[src/rtl/uart_os_rx_pkg.sv]
package uart_os_rx_pkg;

    // Sequencer states; idle keeps the encoding 3'b001
    typedef enum logic [2:0] {
        RX_RESET = 3'b000,
        RX_IDLE  = 3'b001,
        RX_START = 3'b010,
        RX_DATA  = 3'b011,
        RX_STOP  = 3'b100,
        RX_READY = 3'b101
    } rx_state_e;

endpackage

[src/rtl/uart_os_rx_sampler.sv]
module uart_os_rx_sampler #(
    parameter int TAPS = 4
) (
    input  logic clk,
    input  logic rst_n,
    input  logic rxd,
    output logic smp,
    output logic prior_hold,
    output logic cur_hold
);

    logic            smp_d, smp_q;
    logic [TAPS-1:0] hist_d, hist_q;

    always_comb begin
        smp_d  = rxd;
        hist_d = {hist_q[TAPS-2:0], smp_q};
    end

    // Reset to the idle (high) level of the line
    always_ff @(posedge clk or negedge rst_n) begin
        if (!rst_n) begin
            smp_q  <= 1'b1;
            hist_q <= '1;
        end else begin
            smp_q  <= smp_d;
            hist_q <= hist_d;
        end
    end

    assign smp        = smp_q;
    // Hold window strictly before the current sample
    assign prior_hold = &hist_q;
    // Hold window ending with the current sample
    assign cur_hold   = smp_q & (&hist_q[TAPS-2:0]);

endmodule

[src/rtl/uart_os_rx_hold.sv]
module uart_os_rx_hold #(
    parameter int HOLD = 16
) (
    input  logic clk,
    input  logic rst_n,
    input  logic clr,
    input  logic load,
    output logic active
);

    localparam int HW = (HOLD > 1) ? $clog2(HOLD) : 1;
    localparam int RW = HW + 1;

    typedef struct packed {
        logic          act;
        logic [HW-1:0] cnt;
    } hold_t;

    hold_t d, q;

    always_comb begin
        d = q;
        if (clr) begin
            d.act = 1'b0;
            d.cnt = '0;
        end else if (load) begin
            d.act = 1'b1;
            d.cnt = '0;
        end else if (q.act) begin
            if (q.cnt == HW'(HOLD - 1)) begin
                d.act = 1'b0;
                d.cnt = '0;
            end else begin
                d.cnt = q.cnt + 1'b1;
            end
        end
    end

    always_ff @(posedge clk or negedge rst_n) begin
        if (!rst_n) q <= '0;
        else        q <= d;
    end

    assign active = q.act;

    // Checker: length of the current active run
    logic [RW-1:0] run_q;
    always_ff @(posedge clk or negedge rst_n) begin
        if (!rst_n)      run_q <= '0;
        else if (load)   run_q <= '0;
        else if (q.act)  run_q <= run_q + 1'b1;
        else             run_q <= '0;
    end


    hold_len_chk: assert property (@(posedge clk) disable iff (!rst_n)
        ($fell(q.act) && !$past(clr)) |-> (run_q == RW'(HOLD)));


    hold_start_chk: assert property (@(posedge clk) disable iff (!rst_n)
        $rose(q.act) |-> $past(load));

endmodule

[src/rtl/uart_os_rx.sv]
module uart_os_rx
    import uart_os_rx_pkg::*;
#(
    parameter int OSR       = 16,
    parameter int DATA_BITS = 8,
    parameter int HOLD_TAPS = 4
) (
    input  logic                 clk,
    input  logic                 rst_n,
    input  logic                 en,
    input  logic                 rxd,
    output logic [DATA_BITS-1:0] data,
    output logic                 done,
    output logic                 busy,
    output logic                 err
);

    localparam int CW         = $clog2(OSR);
    localparam int BW         = (DATA_BITS > 1) ? $clog2(DATA_BITS) : 1;
    localparam int START_LOAD = OSR / 4;
    localparam int STOP_MIN   = OSR / 2;
    localparam int MID_AT     = OSR / 2 + START_LOAD - 1;
    localparam int LAST       = OSR - 1;

    typedef struct packed {
        rx_state_e            st;
        logic [CW-1:0]        cnt;
        logic [BW-1:0]        bitn;
        logic [DATA_BITS-1:0] shreg;
        logic [DATA_BITS-1:0] outb;
        logic                 err;
    } rx_regs_t;

    rx_regs_t d, q;
    logic smp, prior_hold, cur_hold;
    logic accept, done_w;

    uart_os_rx_sampler #(.TAPS(HOLD_TAPS)) u_sampler (
        .clk        (clk),
        .rst_n      (rst_n),
        .rxd        (rxd),
        .smp        (smp),
        .prior_hold (prior_hold),
        .cur_hold   (cur_hold)
    );

    uart_os_rx_hold #(.HOLD(OSR)) u_hold (
        .clk    (clk),
        .rst_n  (rst_n),
        .clr    (!en),
        .load   (accept),
        .active (done_w)
    );

    always_comb begin
        d      = q;
        accept = 1'b0;
        if (!en) begin
            d.st   = RX_IDLE;
            d.cnt  = '0;
            d.bitn = '0;
            d.err  = 1'b0;
        end else begin
            unique case (q.st)
                RX_RESET: d.st = RX_IDLE;
                RX_IDLE: begin
                    if (!smp) begin
                        if (prior_hold) begin
                            d.st  = RX_START;
                            d.cnt = CW'(START_LOAD);
                        end else begin
                            d.err = 1'b1;
                        end
                    end else if (cur_hold) begin
                        d.err = 1'b0;
                    end
                end
                RX_START: begin
                    if (smp) begin
                        d.st  = RX_IDLE;
                        d.err = 1'b1;
                        d.cnt = '0;
                    end else if (q.cnt == CW'(LAST)) begin
                        d.st   = RX_DATA;
                        d.cnt  = '0;
                        d.bitn = '0;
                    end else begin
                        d.cnt = q.cnt + 1'b1;
                    end
                end
                RX_DATA: begin
                    if (q.cnt == CW'(MID_AT))
                        d.shreg = {smp, q.shreg[DATA_BITS-1:1]};
                    if (q.cnt == CW'(LAST)) begin
                        d.cnt = '0;
                        if (q.bitn == BW'(DATA_BITS - 1)) d.st = RX_STOP;
                        else                              d.bitn = q.bitn + 1'b1;
                    end else begin
                        d.cnt = q.cnt + 1'b1;
                    end
                end
                RX_STOP: begin
                    if (cur_hold && (q.cnt >= CW'(STOP_MIN))) begin
                        d.st   = RX_READY;
                        d.outb = q.shreg;
                        d.cnt  = '0;
                        accept = 1'b1;
                    end else if (q.cnt == CW'(LAST)) begin
                        d.st  = RX_IDLE;
                        d.err = 1'b1;
                        d.cnt = '0;
                    end else begin
                        d.cnt = q.cnt + 1'b1;
                    end
                end
                RX_READY: begin
                    if (!smp && prior_hold) begin
                        d.st  = RX_START;
                        d.cnt = CW'(START_LOAD);
                    end else if (!done_w) begin
                        d.st = RX_IDLE;
                    end
                end
                default: d.st = RX_IDLE;
            endcase
        end
    end

    always_ff @(posedge clk or negedge rst_n) begin
        if (!rst_n) begin
            q    <= '0;
            q.st <= RX_RESET;
        end else begin
            q <= d;
        end
    end

    assign done = done_w;
    assign data = done_w ? q.outb : '0;
    assign busy = (q.st != RX_IDLE) && (q.st != RX_RESET);
    assign err  = q.err;


    en_off_chk: assert property (@(posedge clk) disable iff (!rst_n)
        !en |=> (!busy && !done && !err && (data == '0)));


    start_edge_chk: assert property (@(posedge clk) disable iff (!rst_n)
        (q.st == RX_START && $past(q.st) == RX_IDLE) |-> $past(prior_hold));


    err_clear_chk: assert property (@(posedge clk) disable iff (!rst_n)
        $fell(err) |-> (!$past(en) || $past(cur_hold)));


    stop_hold_chk: assert property (@(posedge clk) disable iff (!rst_n)
        $rose(done) |-> $past(cur_hold));


    data_keep_chk: assert property (@(posedge clk) disable iff (!rst_n)
        (done && $past(done)) |-> $stable(data));


    busy_done_chk: assert property (@(posedge clk) disable iff (!rst_n)
        done |-> busy);

endmodule

[config.mk]
export PLATFORM = sky130hd
export DESIGN_NAME = uart_os_rx
export DESIGN_NICKNAME = d
export VERILOG_FILES = /design/src/rtl/uart_os_rx_pkg.sv /design/src/rtl/uart_os_rx_sampler.sv /design/src/rtl/uart_os_rx_hold.sv /design/src/rtl/uart_os_rx.sv
export SDC_FILE = /design/constraint.sdc
export NUM_CORES = 1
export LEC_CHECK = 0
export BUFFER_PORTS_ARGS = -buffer_cell sky130_fd_sc_hd__buf_4
export CORE_ASPECT_RATIO = 1.4
export CORE_UTILIZATION = 23
export CTS_CLUSTER_DIAMETER = 120
export DETAILED_ROUTE_END_ITERATION = 10
export PLACE_DENSITY = 0.49
export SLEW_MARGIN = 15
export SYNTH_ARGS = -nofsm -noshare
export SYNTH_HDL_FRONTEND = slang
export SYNTH_SLANG_ARGS = --single-unit
[constraint.sdc]
create_clock -name clk -period 2.2 [get_ports clk]
set_input_delay 0.33 -clock clk [delete_from_list [all_inputs] [get_ports clk]]
set_output_delay 0.33 -clock clk [all_outputs]
set_load 0.01 [all_outputs]
==> impl_metrics.py <==
metrics = {
    "run_status": {
        "outcome": "complete, but fails checks",
        "violations": "negative hold slack",
    },
    "sta": {
        "hold_slack_ns": -0.00738,
        "fin_crit_sh_pct": 90.3,
        "worst_pin_slew_ns": 0.563,
        "finalHoldViolCount": 7,
        "setup-violations-final": 0,
        "maxSlewViolCount": 0,
        "clock-skew-final_ns": 0.00577,
        "relSlewSlack_pct": 62.5,
        "period_needed_ns": 1.99,
        "rsz0062_at_grt": "false",
        "max_freq_ghz": 0.503,
        "tns_ns": 0,
    },
    "drt": {
        "drc": 0,
        "avgViaCountPerCell": 4.54,
        "ant_nets": 0,
        "dr.first_iter.drc_count": 59,
        "dr.pass1.iters": 4,
        "routed_wl_um": 3850,
        "wl_per_cell_um": 13.3,
        "num_vias": 1316,
    },
    "cts": {
        "numCtsBuffers": 5,
        "clockRootBuffer": "clkbuf_8",
        "clkLatencyLatePin_ns": 0.29,
        "htreeDepth": 2,
        "post-cts-setup-buffers": 0,
        "cts_resized": 0,
        "path_clk_slew_ns": 0.08,
        "clock_sinks": 37,
        "postCtsHoldBufs": 0,
        "clockBufferDepth": 2,
        "cts_tree": "yes",
    },
    "logic_synthesis": {
        "synth_warnings": 0,
        "synthFlopType": "dfrtp_1",
        "syn_area_um2": 1840,
        "synth_cell_types": 45,
        "avgSynthCellArea_um2": 10.7,
        "synth_area_leaders": "dfrtp_1 44%, dfstp_2 7.1%, mux2_1 6.7%",
        "synthCells": 171,
        "async_flop_share_pct": 100,
        "ys_seq_elements": 37,
        "yosysSeqAreaShare_pct": 50.7,
        "synth_edf_count": 0,
        "synth_fp_nets": 180,
        "synth_top_area_share_pct": 43.6,
        "synth_top_area_cell": "dfrtp_1",
    },
    "global_routing": {
        "grtUsageTotal_pct": 10.1,
        "grt_remaining_overflow": 0,
        "grt_pass1_wl_um": 6600,
        "antenna_found_initial": 0,
        "grt_max_degree": 38,
        "grt_pass1_vias": 1352,
    },
    "worst_setup_path": {
        "r2r-start": "q[25]$_DFFE_PN0P_",
        "crit_cells": 4,
        "crit_family": "simple AND/OR/NAND/NOR gates",
        "critPathKind": "reg2reg",
        "cp-end-kind": "flip-flop",
        "r2r-end": "q[10]$_DFFE_PN0P_",
        "timing.reg2reg.setup_slack_ns": 0.21,
        "rr_worst_depth": 4,
        "crit_buf_inv": 0,
        "start_kind": "flip-flop",
        "cp.arrival_ns": 2.16,
        "crit_fanout": 13,
        "cp-startpoint": "q[25]$_DFFE_PN0P_",
        "cp_cell_sequence": "nand2b_1, nor2_1, and3_1, mux2_2",
        "endpoint": "q[10]$_DFFE_PN0P_",
        "crit_required_ns": 2.37,
        "max_stage_delay_ns": 0.61,
        "slowest_stage": "dfrtp_1",
    },
    "cells_and_area": {
        "final_net_count": 198,
        "mostFrequentLayoutCell": "dfrtp_1",
        "layout_common_cells": "32 x dfrtp_1, 18 x buf_4, 16 x nand2_1",
        "instances_no_fill": 290,
        "diodes": 0,
        "drive_gt1_share_pct": 23.7,
        "synthToLayoutAreaGrowth_pct": 16.6,
    },
    "floorplanning": {
        "dieWidth_um": 77.6,
        "die_h_um": 108,
        "dieArea_um2": 8360,
        "start_util_pct": 23.7,
        "coreArea_um2": 7750,
        "io_pins": 15,
        "core.rowCount": 38,
    },
    "flow_run": {
        "maxCapViolations": 0,
    },
    "power": {
        "power_density_nw_per_um2": 828,
        "ir_worst_vdd_v": 0.000453,
        "power.total_mw": 1.77,
        "p_leak_nw": 0.999,
    },
    "placement": {
        "gp_congestion": 0.847,
        "placedCellCount": 282,
        "io_buffer_count": 14,
        "dp_hpwl_um": 2750,
    },
    "hold_path": {
        "hold_path.class": "in2async",
    },
}
## cell type report
type / count / area, um2
Tap cell: 100 / 125
Fill cell: 836 / 5610
Timing Repair Buffer: 18 / 135
Inverter: 7 / 26.3
Multi-Input combinational cell: 120 / 838
Sequential cell: 37 / 932
Clock inverter: 3 / 17.5
Clock buffer: 5 / 68.8
## power breakdown
group | switching, mW | internal [mW] | leakage, nW | total (mW)
sequential | 0.110 | 0.747 | 0.492 | 0.857
clock | 0.238 | 0.218 | 0.0439 | 0.457
combinational | 0.240 | 0.220 | 0.464 | 0.460
## per-stage QoR
| stage | worst slack, ns | utilization, % | area [um2] |
|---|---|---|---|
| after detailed placement | 0.244 | 26.5 | 2060 |
| after global placement | 0.355 | 26.5 | 2060 |
| after floorplan | 0.516 | - | 1840 |
| after global routing | 0.0730 | 27.7 | 2140 |
| after CTS | 0.214 | 27.7 | 2140 |
| final | 0.213 | 27.7 | 2140 |
## kinds of logic after synthesis
group                    Yosys count  synth area share [%]
XOR/XNOR                           3                  1.43
AO/OA/AOI/OAI                     33                  12.0
adder cells (fa/ha/maj)            5                  3.40
flip-flops                        37                  50.7
AND/OR/NAND/NOR                   59                  16.7
multiplexers                      20                  12.0
buffers and inverters             14                  3.68
## sequential cells by signal, indices dropped and copies added, names as in the netlist
signal            flops
err                   1
u_sampler.smp         1
u_hold.active         1
u_hold.q              4
q                    26
u_sampler.hist_q      4
## how the worst min path moves through the flow
stage / from / to / slack, ns / depth (start not counted)
CTS: rst_n / q[25]$_DFFE_PN0P_ / 0.003 / 1
global placement: rst_n / err$_DFFE_PN0P_ / 0.33 / 1
finish: rst_n / q[21]$_DFFE_PN0P_ / -0.007 / 1
detailed placement: rst_n / q[21]$_DFFE_PN0P_ / 0.32 / 1
global route: rst_n / q[21]$_DFFE_PN0P_ / 0.03 / 1
floorplan: rst_n / err$_DFFE_PN0P_ / 0.03 / 0
## Yosys cell counts, types with 2 or more instances
| master | count |
|---|---|
| mux2_1 | 11 |
| a31oi_1 | 2 |
| a22oi_1 | 2 |
| mux2i_1 | 3 |
| nand2_1 | 16 |
| inv_1 | 7 |
| nor2_1 | 8 |
| dfstp_2 | 5 |
| a21oi_1 | 9 |
| buf_2 | 3 |
| ha_1 | 5 |
| nor2b_1 | 3 |
| xnor2_1 | 2 |
| and2_1 | 8 |
| o21ai_0 | 7 |
| nand3_1 | 13 |
| mux2_2 | 6 |
| dfrtp_1 | 32 |
| and3_1 | 2 |
| clkbuf_1 | 2 |
## routing by layer
| layer | up-vias | global-route usage (%) | routed length [um] |
|---|---|---|---|
| li1 | 628 | - | - |
| met1 | 648 | 11.8 | 1690 |
| met2 | 30 | 17.3 | 1920 |
| met3 | 10 | 2.12 | 122 |
| met4 | 0 | 5.26 | 116 |
| met5 | - | 0 | 0 |
(Power assumes the default switching activity.)
